**config.mk**
```make
export PLATFORM = sky130hd
export DESIGN_NAME = excEntrySeq
export DESIGN_NICKNAME = d
export VERILOG_FILES = /design/src/rtl/excEntryPkg.sv /design/src/rtl/excEntryCtrl.sv /design/src/rtl/excEntryData.sv /design/src/rtl/excEntrySeq.sv
export SDC_FILE = /design/constraint.sdc
export NUM_CORES = 1
export LEC_CHECK = 0
export BUFFER_PORTS_ARGS = -buffer_cell sky130_fd_sc_hd__buf_2
export CAP_MARGIN = 10
export CORE_AREA = 2 2 154 156
export DETAILED_ROUTE_END_ITERATION = 8
export DIE_AREA = 0 0 156 158
export GPL_TIMING_DRIVEN = 0
export PLACE_DENSITY = 0.79
export SYNTH_ARGS = -nofsm -noshare
export SYNTH_HDL_FRONTEND = slang
export SYNTH_SLANG_ARGS = --single-unit
```
**constraint.sdc**
```tcl
create_clock -name clk -period 1.5 [get_ports clk]
set_clock_uncertainty 0.1 [all_clocks]
set_input_delay 0.15 -clock clk [delete_from_list [all_inputs] [get_ports clk]]
set_output_delay 0.15 -clock clk [all_outputs]
set_load 0.005 [all_outputs]
```
**src/rtl/excEntryPkg.sv**
```systemverilog
package excEntryPkg;
  localparam int XLEN = 64;

  localparam int MSR_SF = 63;
  localparam int MSR_EE = 15;
  localparam int MSR_PR = 14;
  localparam int MSR_IR = 5;
  localparam int MSR_DR = 4;
  localparam int MSR_RI = 1;
  localparam int MSR_LE = 0;

  typedef enum logic [1:0] {
    ST_IDLE      = 2'd0,
    ST_SAVE_PC   = 2'd1,
    ST_SAVE_MSR  = 2'd2
  } entryState_e;

  typedef struct packed {
    logic capture;
    logic savePc;
    logic saveMsr;
  } entryStrobes_t;

  function automatic logic [XLEN-1:0] setMask();
    logic [XLEN-1:0] m;
    m = '0;
    m[MSR_SF] = 1'b1;
    m[MSR_LE] = 1'b1;
    return m;
  endfunction

  function automatic logic [XLEN-1:0] clearMask();
    logic [XLEN-1:0] m;
    m = '0;
    m[MSR_EE] = 1'b1;
    m[MSR_PR] = 1'b1;
    m[MSR_IR] = 1'b1;
    m[MSR_DR] = 1'b1;
    m[MSR_RI] = 1'b1;
    return m;
  endfunction
endpackage

```
**src/rtl/excEntryCtrl.sv**
```systemverilog
module excEntryCtrl
  import excEntryPkg::*;
(
  input  logic          clk,
  input  logic          rstN,
  input  logic          trapReq,
  output entryStrobes_t strobes,
  output logic          busy
);
  entryState_e state;
  entryState_e stateNext;

  always_comb begin
    stateNext = state;
    unique case (state)
      ST_IDLE:     if (trapReq) stateNext = ST_SAVE_PC;
      ST_SAVE_PC:  stateNext = ST_SAVE_MSR;
      ST_SAVE_MSR: stateNext = ST_IDLE;
      default:     stateNext = ST_IDLE;
    endcase
  end

  always_ff @(posedge clk or negedge rstN) begin
    if (!rstN) state <= ST_IDLE;
    else       state <= stateNext;
  end

  always_comb begin
    strobes.capture = (state == ST_IDLE) && trapReq;
    strobes.savePc  = (state == ST_SAVE_PC);
    strobes.saveMsr = (state == ST_SAVE_MSR);
  end

  assign busy = (state != ST_IDLE);
endmodule

```
**src/rtl/excEntryData.sv**
```systemverilog
module excEntryData
  import excEntryPkg::*;
#(
  parameter int SPR_NUM_W = 10,
  parameter int SRR0_NUM  = 26,
  parameter int SRR1_NUM  = 27
) (
  input  logic                 clk,
  input  logic                 rstN,
  input  entryStrobes_t        strobes,
  input  logic [XLEN-1:0]      nextPc,
  input  logic [XLEN-1:0]      msrIn,
  input  logic [XLEN-1:0]      vecAddr,
  output logic                 sprWe,
  output logic [SPR_NUM_W-1:0] sprNum,
  output logic [XLEN-1:0]      sprData,
  output logic                 msrWe,
  output logic [XLEN-1:0]      msrNext,
  output logic                 redirect,
  output logic [XLEN-1:0]      redirectPc
);
  localparam logic [XLEN-1:0] FORCE_ONE  = setMask();
  localparam logic [XLEN-1:0] FORCE_ZERO = clearMask();
  localparam logic [SPR_NUM_W-1:0] NUM0 = SPR_NUM_W'(SRR0_NUM);
  localparam logic [SPR_NUM_W-1:0] NUM1 = SPR_NUM_W'(SRR1_NUM);

  logic [XLEN-1:0] savedPc;
  logic [XLEN-1:0] savedMsr;
  logic [XLEN-1:0] savedVec;

  always_ff @(posedge clk or negedge rstN) begin
    if (!rstN) begin
      savedPc  <= '0;
      savedMsr <= '0;
      savedVec <= '0;
    end else if (strobes.capture) begin
      savedPc  <= nextPc;
      savedMsr <= msrIn;
      savedVec <= vecAddr;
    end
  end

  always_comb begin
    sprWe   = strobes.savePc | strobes.saveMsr;
    sprNum  = strobes.saveMsr ? NUM1 : NUM0;
    sprData = strobes.saveMsr ? savedMsr : savedPc;
  end

  assign msrWe      = strobes.saveMsr;
  assign msrNext    = (savedMsr & ~FORCE_ZERO) | FORCE_ONE;
  assign redirect   = strobes.saveMsr;
  assign redirectPc = savedVec;
endmodule

```
**src/rtl/excEntrySeq.sv**
```systemverilog
module excEntrySeq
  import excEntryPkg::*;
#(
  parameter int SPR_NUM_W = 10,
  parameter int SRR0_NUM  = 26,
  parameter int SRR1_NUM  = 27
) (
  input  logic                 clk,
  input  logic                 rstN,
  input  logic                 trapReq,
  input  logic [63:0]          nextPc,
  input  logic [63:0]          msrIn,
  input  logic [63:0]          vecAddr,
  output logic                 busy,
  output logic                 sprWe,
  output logic [SPR_NUM_W-1:0] sprNum,
  output logic [63:0]          sprData,
  output logic                 msrWe,
  output logic [63:0]          msrNext,
  output logic                 redirect,
  output logic [63:0]          redirectPc
);
  entryStrobes_t strobes;

  excEntryCtrl uCtrl (
    .clk     (clk),
    .rstN    (rstN),
    .trapReq (trapReq),
    .strobes (strobes),
    .busy    (busy)
  );

  excEntryData #(
    .SPR_NUM_W (SPR_NUM_W),
    .SRR0_NUM  (SRR0_NUM),
    .SRR1_NUM  (SRR1_NUM)
  ) uData (
    .clk        (clk),
    .rstN       (rstN),
    .strobes    (strobes),
    .nextPc     (nextPc),
    .msrIn      (msrIn),
    .vecAddr    (vecAddr),
    .sprWe      (sprWe),
    .sprNum     (sprNum),
    .sprData    (sprData),
    .msrWe      (msrWe),
    .msrNext    (msrNext),
    .redirect   (redirect),
    .redirectPc (redirectPc)
  );
endmodule

```
# [Word-level counts from Yosys, hierarchy flattened]
# Index checks and enable logic that the tools add are counted.
[totals] output_inout_bits=206 input_bits=195 reg_bits=194 elab_cells=15
[classes] reduce_logical=3 mux=4 n_bitwise=1 n_eq_ne=3
[ops] cell="64-bit 2-to-1 mux" n=1
[ops] cell="2-bit case mux with 2 select lines" n=1
[ops] cell="2-bit by 1-bit == test with 1-bit output, second input constant" n=1
[ops] cell="2-bit == test, second input constant" n=1
[ops] cell="2-bit zero test" n=1
[ops] cell="2-bit 2-to-1 mux" n=1
[ops] cell="2-bit != test, second input constant" n=1
[ops] cell="2-bit nonzero test" n=1
[ops] cell="1-bit logical AND" n=1
[ops] cell="1-bit 2-to-1 mux" n=1
[ops] cell="1-bit OR" n=1

# [Logic depth before layout (Yosys ltp)]
# Gate-level depths: netlist of the first run.
[logic_depth] ltp_word=2 mapped_depth=6 mapped_depth_nobuf=4

# [By module]
# Synthesis of the first run repeated with hierarchy kept, for this count alone.
[hier_totals] cells_unflattened=564 area_unflattened_um2=8668.3
[by_module_without_submodules] module="excEntryData" instances=1 seq_area_each_um2=4804.6 area_per_inst_um2=8570.7 cells_each=555
[by_module_without_submodules] module="excEntryCtrl" instances=1 seq_area_each_um2=50.0 area_per_inst_um2=97.6 cells_each=9

# [Least setup slack after synthesis of the first run]
# OpenSTA, ideal clock, no wires.
[synth_timing] kind="reg-to-output" startpoint="register uCtrl.state[0]" endpoint="output sprData[0]" t_arrival_ns=1.447 t_required_ns=1.250 setup_slack_ns=-0.197 n_path_buf=2 stages_incl_launch_ff=6 cell_sequence="dfrtp_1 inv_1 ha_1 buf_2 buf_2 mux2_2"
[synth_via] elab_chain_len=2
[synth_lines] element="start: declaration" line_no="excEntryCtrl.sv:10" source="entryState_e state;"
[synth_lines] element="start signal: assignment" line_no="excEntryCtrl.sv:25" source="else state <= stateNext;"
[synth_lines] element="2-bit == test" line_no="excEntryCtrl.sv:31" source="strobes.saveMsr = (state == ST_SAVE_MSR);"
[synth_lines] element="net msrWe" line_no="excEntrySeq.sv:18" source="output logic msrWe,"
[synth_lines] element="64-bit 2-to-1 mux" line_no="excEntryData.sv:46" source="sprData = strobes.saveMsr ? savedMsr : savedPc;"
[synth_lines] element="end: declaration" line_no="excEntrySeq.sv:17" source="output logic [63:0] sprData,"
# The timed path passes the listed nets, and every way through them passes these cells.

# [Worst setup path in the final report of the first run]
[layout_timing] startpoint="register uCtrl.state[0]" endpoint="output sprData[15]"
[layout_via] elab_chain_len=2
[layout_lines] element="2-bit == test" line_no="excEntryCtrl.sv:31"
[layout_lines] element="64-bit 2-to-1 mux" line_no="excEntryData.sv:46"
# Every way passes these cells.

==> results of run 1 <==
==> what timing repair did <==
action,CTS,global route
hold endpoints to repair,286,0
hold buffers,193,0
cloned,19,2
resized for setup,115,15
endpoints found under the setup margin,261,362
setup buffers,18,10
pin swaps,2,2
==> power groups by stage <==
stage / clock network (mW) / registers, mW / logic [mW]
2_1_floorplan: 0 / 9.27 / 8.15
3_3_place_gp: 0 / 9.46 / 12.5
3_5_place_dp: 0 / 9.61 / 12.7
4_1_cts: 4.79 / 9.52 / 17.0
5_1_grt: 4.99 / 10.1 / 18.7
6_report: 4.67 / 9.77 / 17.7
==> synthesized netlist by cell type <==
master,number,area share [%]
mux2_2,258,34
dfrtp_1,194,56
buf_4,75,6.5
buf_6,20,2.6
buf_2,8,0.46
ha_1,4,0.58
inv_1,3,0.13
conb_1,2,0.087
nand2_1,1,0.043
nand2b_1,1,0.072
==> registers in the layout, summed over array words and instances, names as in the netlist <==
register / flops
uData.savedMsr: 64
uData.savedPc: 64
uCtrl.state: 2
uData.redirectPc: 64
==> worst max-delay path, stage by stage, from the launching register on <==
cell	delay, ps
dfrtp_1	400
inv_2	90
ha_4	170
buf_12	170
buf_12	160
mux2_4	320
buf_6	120
==> logic make-up after synthesis <==
kind of cell | after synthesis | synth area share, %
buffers and inverters | 106 | 9.69
flip-flops | 194 | 56.0
other | 2 | 0.0866
adder cells (fa/ha/maj) | 4 | 0.577
AND/OR/NAND/NOR | 2 | 0.115
multiplexers | 258 | 33.5
==> per-stage QoR <==
| step | util (%) | instance area [um2] | setup WS (ps) | total power [mW] | setup TNS, ps |
|---|---|---|---|---|---|
| 6_report | 67.0 | 15400 | -602 | 32.2 | -101090 |
| 5_1_grt | 67.0 | 15400 | -667 | 33.8 | -121220 |
| 4_1_cts | 66.3 | 15300 | -641 | 31.3 | -98930 |
| 3_5_place_dp | 49.4 | 11400 | -315 | 22.3 | -51880 |
| 3_3_place_gp | 49.3 | 11400 | -3140 | 21.9 | -651200 |
| 2_1_floorplan | - | 9070 | -40.5 | 17.4 | -7370 |
==> metal layers <==
metal | vias to the layer above | wire [um] | global-route usage [%]
met5 | - | 0 | 0
met4 | 0 | 976 | 9.83
met3 | 65 | 2080 | 6.68
met2 | 340 | 16000 | 42.5
met1 | 3586 | 11300 | 26.1
li1 | 3200 | - | -
==> layout make-up <==
class	instances	area (um2)	area share (%)
tap	290	363	2.35
antenna	2	5.00	0.0324
buffer	103	1090	7.08
clock buffer	18	429	2.78
inverter	3	13.8	0.0891
timing repair buffer	624	5180	33.5
multi-input combinational	280	3340	21.6
sequential	194	4850	31.4
clock inverter	14	168	1.09
==> how the worst min path moves through the flow <==
stage | endpoint | cells past startpoint
global placement | uData.redirectPc[10] | 2
CTS | uCtrl.state[0] | 3
detailed placement | uData.redirectPc[57] | 1
finish | uCtrl.state[0] | 3
global route | uCtrl.state[1] | 3
floorplan | uCtrl.state[0] | 0
==> impl_metrics.env, run 1 <==
export IMPL_leakagePower_nw=7.62
export IMPL_worstPathArrival_ps=1850
export IMPL_wl_per_cell_um=19.8
export IMPL_regToRegEndpoint="uData.savedMsr[9]"
export IMPL_syn_to_final_growth_pct=78.2
export IMPL_synthesis_area_um2=8670
export IMPL_num_vias=7191
export IMPL_worst_slew_pin_slew_ps=748
export IMPL_drc_errors=0
export IMPL_dpl_cell_count=1255
export IMPL_fp_dieH_um=158
export IMPL_cts_tree="yes"
export IMPL_endpoint_kind="output port"
export IMPL_clock_path_buffers=2
export IMPL_layoutNonFillerInstCount=1528
export IMPL_portBuffers=384
export IMPL_drv_cap=0
export IMPL_grt_overflow_total=0
export IMPL_most_common_layout_cells="319 x buf_2, 194 x dfrtp_1, 193 x dlygate4sd3_1"
export IMPL_hold_start="trapReq"
export IMPL_grt_pass1_wl_mm=43.5
export IMPL_cts_num_sinks=194
export IMPL_wl_mm=30.3
export IMPL_start_util_pct=37.6
export IMPL_ios=401
export IMPL_drive_gt1_share_pct=67.0
export IMPL_clock_fmax_mhz=476
export IMPL_reg2reg_from="uCtrl.state[0]"
export IMPL_design_die_area_um2=24600
export IMPL_min_path_type="in -> reg"
export IMPL_yosys_register_bits=194
export IMPL_fill_cells=1457
export IMPL_fin_nets=1422
export IMPL_comb_power_share_pct=55.1
export IMPL_critPathRequiredTime_ps=1250
export IMPL_crit_path_start="uCtrl.state[0]"
export IMPL_endpoint="sprData[15]"
export IMPL_switching_share_pct=31.0
export IMPL_hold_violations=0
export IMPL_antenna_found_initial=1
export IMPL_violations="setup timing"
export IMPL_cts_clk_slew_worst_paths_ps=80
export IMPL_clockPowerShare_pct=14.5
export IMPL_hpwl_mm=16.6
export IMPL_p_int_mw=22.2
export IMPL_cts_root_buffer="clkbuf_16"
export IMPL_critPathLaunchType="register"
export IMPL_ys_seq_area_share_pct=56.0
export IMPL_drtIter0Drc=315
export IMPL_period_needed_ps=2100
export IMPL_ir_drop_mv=1.10
export IMPL_viasPerCell=4.71
export IMPL_reg2reg_slack_ps=-450
export IMPL_crit_type="reg -> out"
export IMPL_yosysWarningCount=0
export IMPL_grt_pass1_vias=7703
export IMPL_maxSlewHeadroom_pct=50.1
export IMPL_seqPwrFrac_pct=30.4
export IMPL_drtPass1Iterations=6
export IMPL_grt_start_max_net_pins=101
export IMPL_fin_crit_sh_pct=140
export IMPL_gp_congestion=0.761
export IMPL_cts_htree_levels=4
export IMPL_drv_slew=0
export IMPL_syn_mean_instance_area_um2=15.3
export IMPL_p_switching_mw=9.98
export IMPL_cts_buffers=17
export IMPL_p_per_area_nw_per_um2=2080
export IMPL_syn_inst=566
export IMPL_reg2regPathDepth=8
export IMPL_ant_nets=0
export IMPL_setup_violations=263
export IMPL_die_x_um=156
export IMPL_layout_commonest_cell="buf_2"
export IMPL_holdWs_ps=116
export IMPL_track_usage_pct=23.6
export IMPL_rsz0062_at_grt="true"
export IMPL_synth_distinct_cells=10
export IMPL_worst_slack_ps=-602
export IMPL_clkLatencyLatePin_ps=420
export IMPL_crit_fanout=10
export IMPL_rows=56
export IMPL_core_um2=23100
export IMPL_status="finished with violations"
Note: power is estimated with default switching activity, not from simulation.
==> run 2, diff against run 1 <==
CTS_BUF_LIST = sky130_fd_sc_hd__clkbuf_4 sky130_fd_sc_hd__clkbuf_8 sky130_fd_sc_hd__clkbuf_16   (was not set)
==> impl_metrics.env, run 2 (synthesis results as in run 1) <==
export IMPL_rsz0062_at_grt="true"
export IMPL_crit_path_start="uCtrl.state[0]"
export IMPL_grt_start_max_net_pins=101
export IMPL_crit_chain="inv_2 -> ha_4 -> buf_12 -> buf_12 -> mux2_4 -> buf_6"
export IMPL_clkLatencyLatePin_ps=420
export IMPL_hpwl_mm=16.6
export IMPL_reg2regPathDepth=8
export IMPL_crit_type="reg -> out"
export IMPL_core_um2=23100
export IMPL_drv_cap=0
export IMPL_maxSlewHeadroom_pct=50.3
export IMPL_grt_pass1_wl_mm=43.0
export IMPL_cp_common_cell="buf_12"
export IMPL_status="finished with violations"
export IMPL_ir_drop_mv=1.10
export IMPL_place_ws_ps=-315
export IMPL_crit_buf_inv=4
export IMPL_fp_dieH_um=158
export IMPL_cts_root_buffer="clkbuf_16"
export IMPL_drive_gt1_share_pct=67.0
export IMPL_regToRegEndpoint="uData.savedMsr[8]"
export IMPL_min_to="uCtrl.state[0]"
export IMPL_critPathRequiredTime_ps=1250
export IMPL_setup_violations=263
export IMPL_worst_slack_ps=-610
export IMPL_period_needed_ps=2110
export IMPL_hold_depth=3
export IMPL_drv_slew=0
export IMPL_reg2reg_from="uCtrl.state[0]"
export IMPL_p_per_area_nw_per_um2=2080
export IMPL_start_util_pct=37.6
export IMPL_violations="setup timing"
export IMPL_layout_commonest_cell="buf_2"
export IMPL_num_vias=7140
export IMPL_drc_errors=0
export IMPL_viasPerCell=4.68
export IMPL_drtIter0Drc=265
export IMPL_cts_tree="yes"
export IMPL_hold_violations=0
export IMPL_syn_to_final_growth_pct=77.7
export IMPL_leakagePower_nw=7.59
export IMPL_reg2reg_slack_ps=-450
export IMPL_die_x_um=156
export IMPL_grt_pass1_vias=7655
export IMPL_ant_nets=0
export IMPL_portBuffers=384
export IMPL_grt_overflow_total=0
export IMPL_fin_crit_sh_pct=141
export IMPL_most_common_layout_cells="320 x buf_2, 194 x dfrtp_1, 193 x dlygate4sd3_1"
export IMPL_endpoint_kind="output port"
export IMPL_crit_family="buffers and inverters"
export IMPL_rows=56
export IMPL_gp_congestion=0.761
export IMPL_hold_start="trapReq"
export IMPL_crit_fanout=10
export IMPL_wl_per_cell_um=19.9
export IMPL_drtPass1Iterations=4
export IMPL_track_usage_pct=23.2
export IMPL_min_path_type="in -> reg"
export IMPL_cpPeakStageDelay_ps=400
export IMPL_cts_num_sinks=194
export IMPL_cts_htree_levels=4
export IMPL_critPathLaunchType="register"
export IMPL_crit_slowest_cell="dfrtp_1"
export IMPL_cts_clk_slew_worst_paths_ps=80
export IMPL_design_die_area_um2=24600
export IMPL_cts_buffers=17
export IMPL_clock_fmax_mhz=474
export IMPL_clock_path_buffers=2
export IMPL_setup_tns_ps=-100850
export IMPL_ios=401
export IMPL_worst_slew_pin_slew_ps=746
export IMPL_fin_nets=1419
export IMPL_worstPathArrival_ps=1860
export IMPL_wl_mm=30.4
export IMPL_antenna_found_initial=1
[run 2: stage by stage]
step / instances / total power, mW / area (um2) / util, % / hold slack (ps)
6_report: 1525 / 32.1 / 15400 / 66.8 / 113
5_1_grt: 1524 / 33.6 / 15400 / 66.8 / 103
4_1_cts: 1513 / 31.1 / 15200 / 65.9 / 89.4
3_5_place_dp: 1255 / 22.3 / 11400 / 49.4 / 123
3_3_place_gp: 1254 / 21.9 / 11400 / 49.3 / 280
2_1_floorplan: 580 / 17.4 / 9070 / - / -246
[run 2: cell type report]
| class | instances | area [um2] |
|---|---|---|
| Sequential cell | 194 | 4850 |
| Clock inverter | 14 | 168 |
| Inverter | 3 | 13.8 |
| Tap cell | 290 | 363 |
| Fill cell | 1467 | 7650 |
| Antenna cell | 2 | 5.00 |
| Buffer | 103 | 1090 |
| Multi-Input combinational cell | 280 | 3340 |
| Clock buffer | 18 | 433 |
| Timing Repair Buffer | 621 | 5130 |
[run 2: repair_timing]
action,in CTS,in global routing
endpoints found under the hold margin,286,0
cloned,18,2
gates resized for setup,112,16
pin swaps,2,2
setup endpoints to repair,261,363
buffers inserted,15,11
hold buffers,193,0
[run 2: power breakdown]
| group | internal, mW | switching [mW] |
|---|---|---|
| combinational | 11.8 | 5.81 |
| sequential | 7.94 | 1.84 |
| clock | 2.41 | 2.30 |
[run 2: tightest hold or removal path, stage by stage]
cell      delay (ps)
buf_2            140
nand2b_1         160
mux2_2           160
[run 2: how the worst max path moves through the flow]
stage / end / cells past startpoint
finish: sprData[39] / 6
detailed placement: sprData[9] / 6
floorplan: uData.redirectPc[0] / 6
global route: sprData[39] / 6
global placement: uData.savedMsr[35] / 1
CTS: sprData[9] / 7
[run 2: metal layers]
metal / GRT usage [%] / part of all wire, % / vias to the layer above
met1: 25.8 / 38 / 3551
li1: - / - / 3194
met3: 6.19 / 6.7 / 60
met2: 42.6 / 52 / 335
met5: 0 / 0 / -
met4: 8.87 / 3.1 / 0
==> run 3, diff against run 2 <==
CELL_PAD_IN_SITES_DETAIL_PLACEMENT = 1   (was not set)
CELL_PAD_IN_SITES_GLOBAL_PLACEMENT = 2   (was not set)
CORE_AREA = not set   (was 2 2 154 156)
CORE_ASPECT_RATIO = 0.8   (was not set)
CORE_UTILIZATION = 27   (was not set)
DIE_AREA = not set   (was 0 0 156 158)
PLACE_DENSITY = 0.86   (was 0.79)
==> impl_metrics.env, run 3 (synthesis results as in run 1) <==
export IMPL_regToRegEndpoint="uData.redirectPc[19]"
export IMPL_grt_pass1_vias=8111
export IMPL_crit_slowest_cell="dfrtp_1"
export IMPL_crit_cells=7
export IMPL_design_die_area_um2=32800
export IMPL_cp_common_cell="buf_12"
export IMPL_ir_drop_mv=0.864
export IMPL_rows=58
export IMPL_period_needed_ps=2150
export IMPL_cts_root_buffer="clkbuf_16"
export IMPL_reg2reg_slack_ps=-570
export IMPL_reg2regPathDepth=9
export IMPL_worstPathArrival_ps=1900
export IMPL_antenna_found_initial=1
export IMPL_drv_slew=0
export IMPL_track_usage_pct=19.6
export IMPL_wl_per_cell_um=19.9
export IMPL_fp_dieH_um=162
export IMPL_critPathRequiredTime_ps=1250
export IMPL_violations="setup timing"
export IMPL_crit_type="reg -> out"
export IMPL_grt_start_max_net_pins=106
export IMPL_use_met2_pct=36.3
export IMPL_num_vias=7102
export IMPL_leakagePower_nw=7.71
export IMPL_crit_fanout=7
export IMPL_worst_slack_ps=-654
export IMPL_cts_buffers=17
export IMPL_wl_mm=33.2
export IMPL_total_power_mw=32.3
export IMPL_setup_violations=263
export IMPL_endpoint_kind="output port"
export IMPL_rsz0062_at_grt="true"
export IMPL_portBuffers=384
export IMPL_place_ws_ps=-318
export IMPL_drive_gt1_share_pct=67.4
export IMPL_cts_htree_levels=4
export IMPL_layoutNonFillerInstCount=1668
export IMPL_gp_congestion=0.762
export IMPL_ant_nets=0
export IMPL_critPathLaunchType="register"
export IMPL_use_met3_pct=4.41
export IMPL_hpwl_mm=18.7
export IMPL_core_um2=31500
export IMPL_min_path_type="in -> reg"
export IMPL_status="finished with violations"
export IMPL_fin_nets=1434
export IMPL_drv_cap=0
export IMPL_crit_path_start="uCtrl.state[0]"
export IMPL_crit_buf_inv=5
export IMPL_dpl_instance_area_um2=11600
export IMPL_drtIter0Drc=195
export IMPL_cts_clk_slew_worst_paths_ps=70
export IMPL_grt_overflow_total=0
export IMPL_setup_tns_ps=-119950
export IMPL_die_x_um=202
export IMPL_holdWs_ps=104
export IMPL_start_util_pct=27.5
export IMPL_cpPeakStageDelay_ps=400
export IMPL_most_common_layout_cells="333 x buf_2, 194 x dfrtp_1, 193 x dlygate4sd3_1"
export IMPL_final_area_um2=15700
export IMPL_fin_crit_sh_pct=144
export IMPL_gr_usage_met1_pct=22.9
export IMPL_endpoint="sprData[51]"
export IMPL_cts_num_sinks=194
export IMPL_busiest_layer="met2"
export IMPL_clock_path_buffers=2
export IMPL_reg2reg_from="uCtrl.state[1]"
export IMPL_syn_to_final_growth_pct=81.5
export IMPL_clock_fmax_mhz=464
export IMPL_dpl_cell_count=1385
export IMPL_p_per_area_nw_per_um2=2050
export IMPL_maxSlewHeadroom_pct=60.3
export IMPL_hold_violations=0
export IMPL_drc_errors=0
export IMPL_fin_util_pct=49.9
export IMPL_fill_cells=3276
export IMPL_crit_family="buffers and inverters"
export IMPL_drtPass1Iterations=4
export IMPL_ios=401
export IMPL_layout_commonest_cell="buf_2"
export IMPL_clkLatencyLatePin_ps=430
export IMPL_hold_start="trapReq"
export IMPL_cts_tree="yes"
export IMPL_viasPerCell=4.26
export IMPL_grt_pass1_wl_mm=48.7
export IMPL_worst_slew_pin_slew_ps=595
export IMPL_crit_chain="inv_2 -> ha_4 -> buf_12 -> buf_12 -> clkbuf_16 -> mux2_4 -> buf_6"
run 3: cell count changes in the layout (fill, tap and decap cells not counted), moves of 2 or more:
cell and delta:
buf_12 +8, buf_16 -2, buf_2 +13, buf_4 +2, buf_6 -9, buf_8 -3
clkbuf_16 +5, clkinv_8 -3, inv_8 +2, mux2_2 -3, mux2_4 +3
run 3: worst min-delay path by stage:
| stage | endpoint | cells past startpoint |
|---|---|---|
| after global routing | uCtrl.state[0] | 3 |
| after CTS | uCtrl.state[1] | 3 |
| after detailed placement | uData.savedPc[47] | 1 |
| final | uCtrl.state[1] | 3 |
| after global placement | uData.redirectPc[61] | 2 |
| after floorplan | uCtrl.state[0] | 0 |
run 3: report_power, final:
group / internal (mW) / switching (mW) / total (mW) / leakage (nW)
clock network: 2.24 / 2.29 / 4.53 / 0.275
registers: 7.94 / 1.78 / 9.71 / 2.28
logic: 12.0 / 6.04 / 18.0 / 5.15
run 3: repair_timing:
item / in CTS / in global routing
setup endpoints to repair: 261 / 357
gates cloned: 21 / 7
resized for setup: 120 / 36
buffers inserted: 25 / 15
hold buffers: 193 / 0
hold endpoints to repair: 281 / 0
pin swaps: 0 / 1
run 3: final cells by class:
cell class,instances,area [um2],area share (%)
multi-input combinational,280,3360,21.4
sequential,194,4850,30.9
antenna,1,2.50,0.0159
timing repair buffer,639,5360,34.1
tap,420,526,3.34
inverter,3,13.8,0.0875
clock inverter,13,119,0.756
buffer,100,1050,6.70
clock buffer,18,439,2.79
run 3: worst min-delay path: cells and delay by family:
kind	cells	cell delay [ps]
simple gates	1	160
mux	1	140
buf+inv	1	150
run 3: metal layers:
| layer | wire length (um) | vias up |
|---|---|---|
| met1 | 13500 | 3629 |
| met4 | 391 | 0 |
| met3 | 1510 | 29 |
| met5 | 0 | - |
| met2 | 17800 | 230 |
| li1 | - | 3214 |
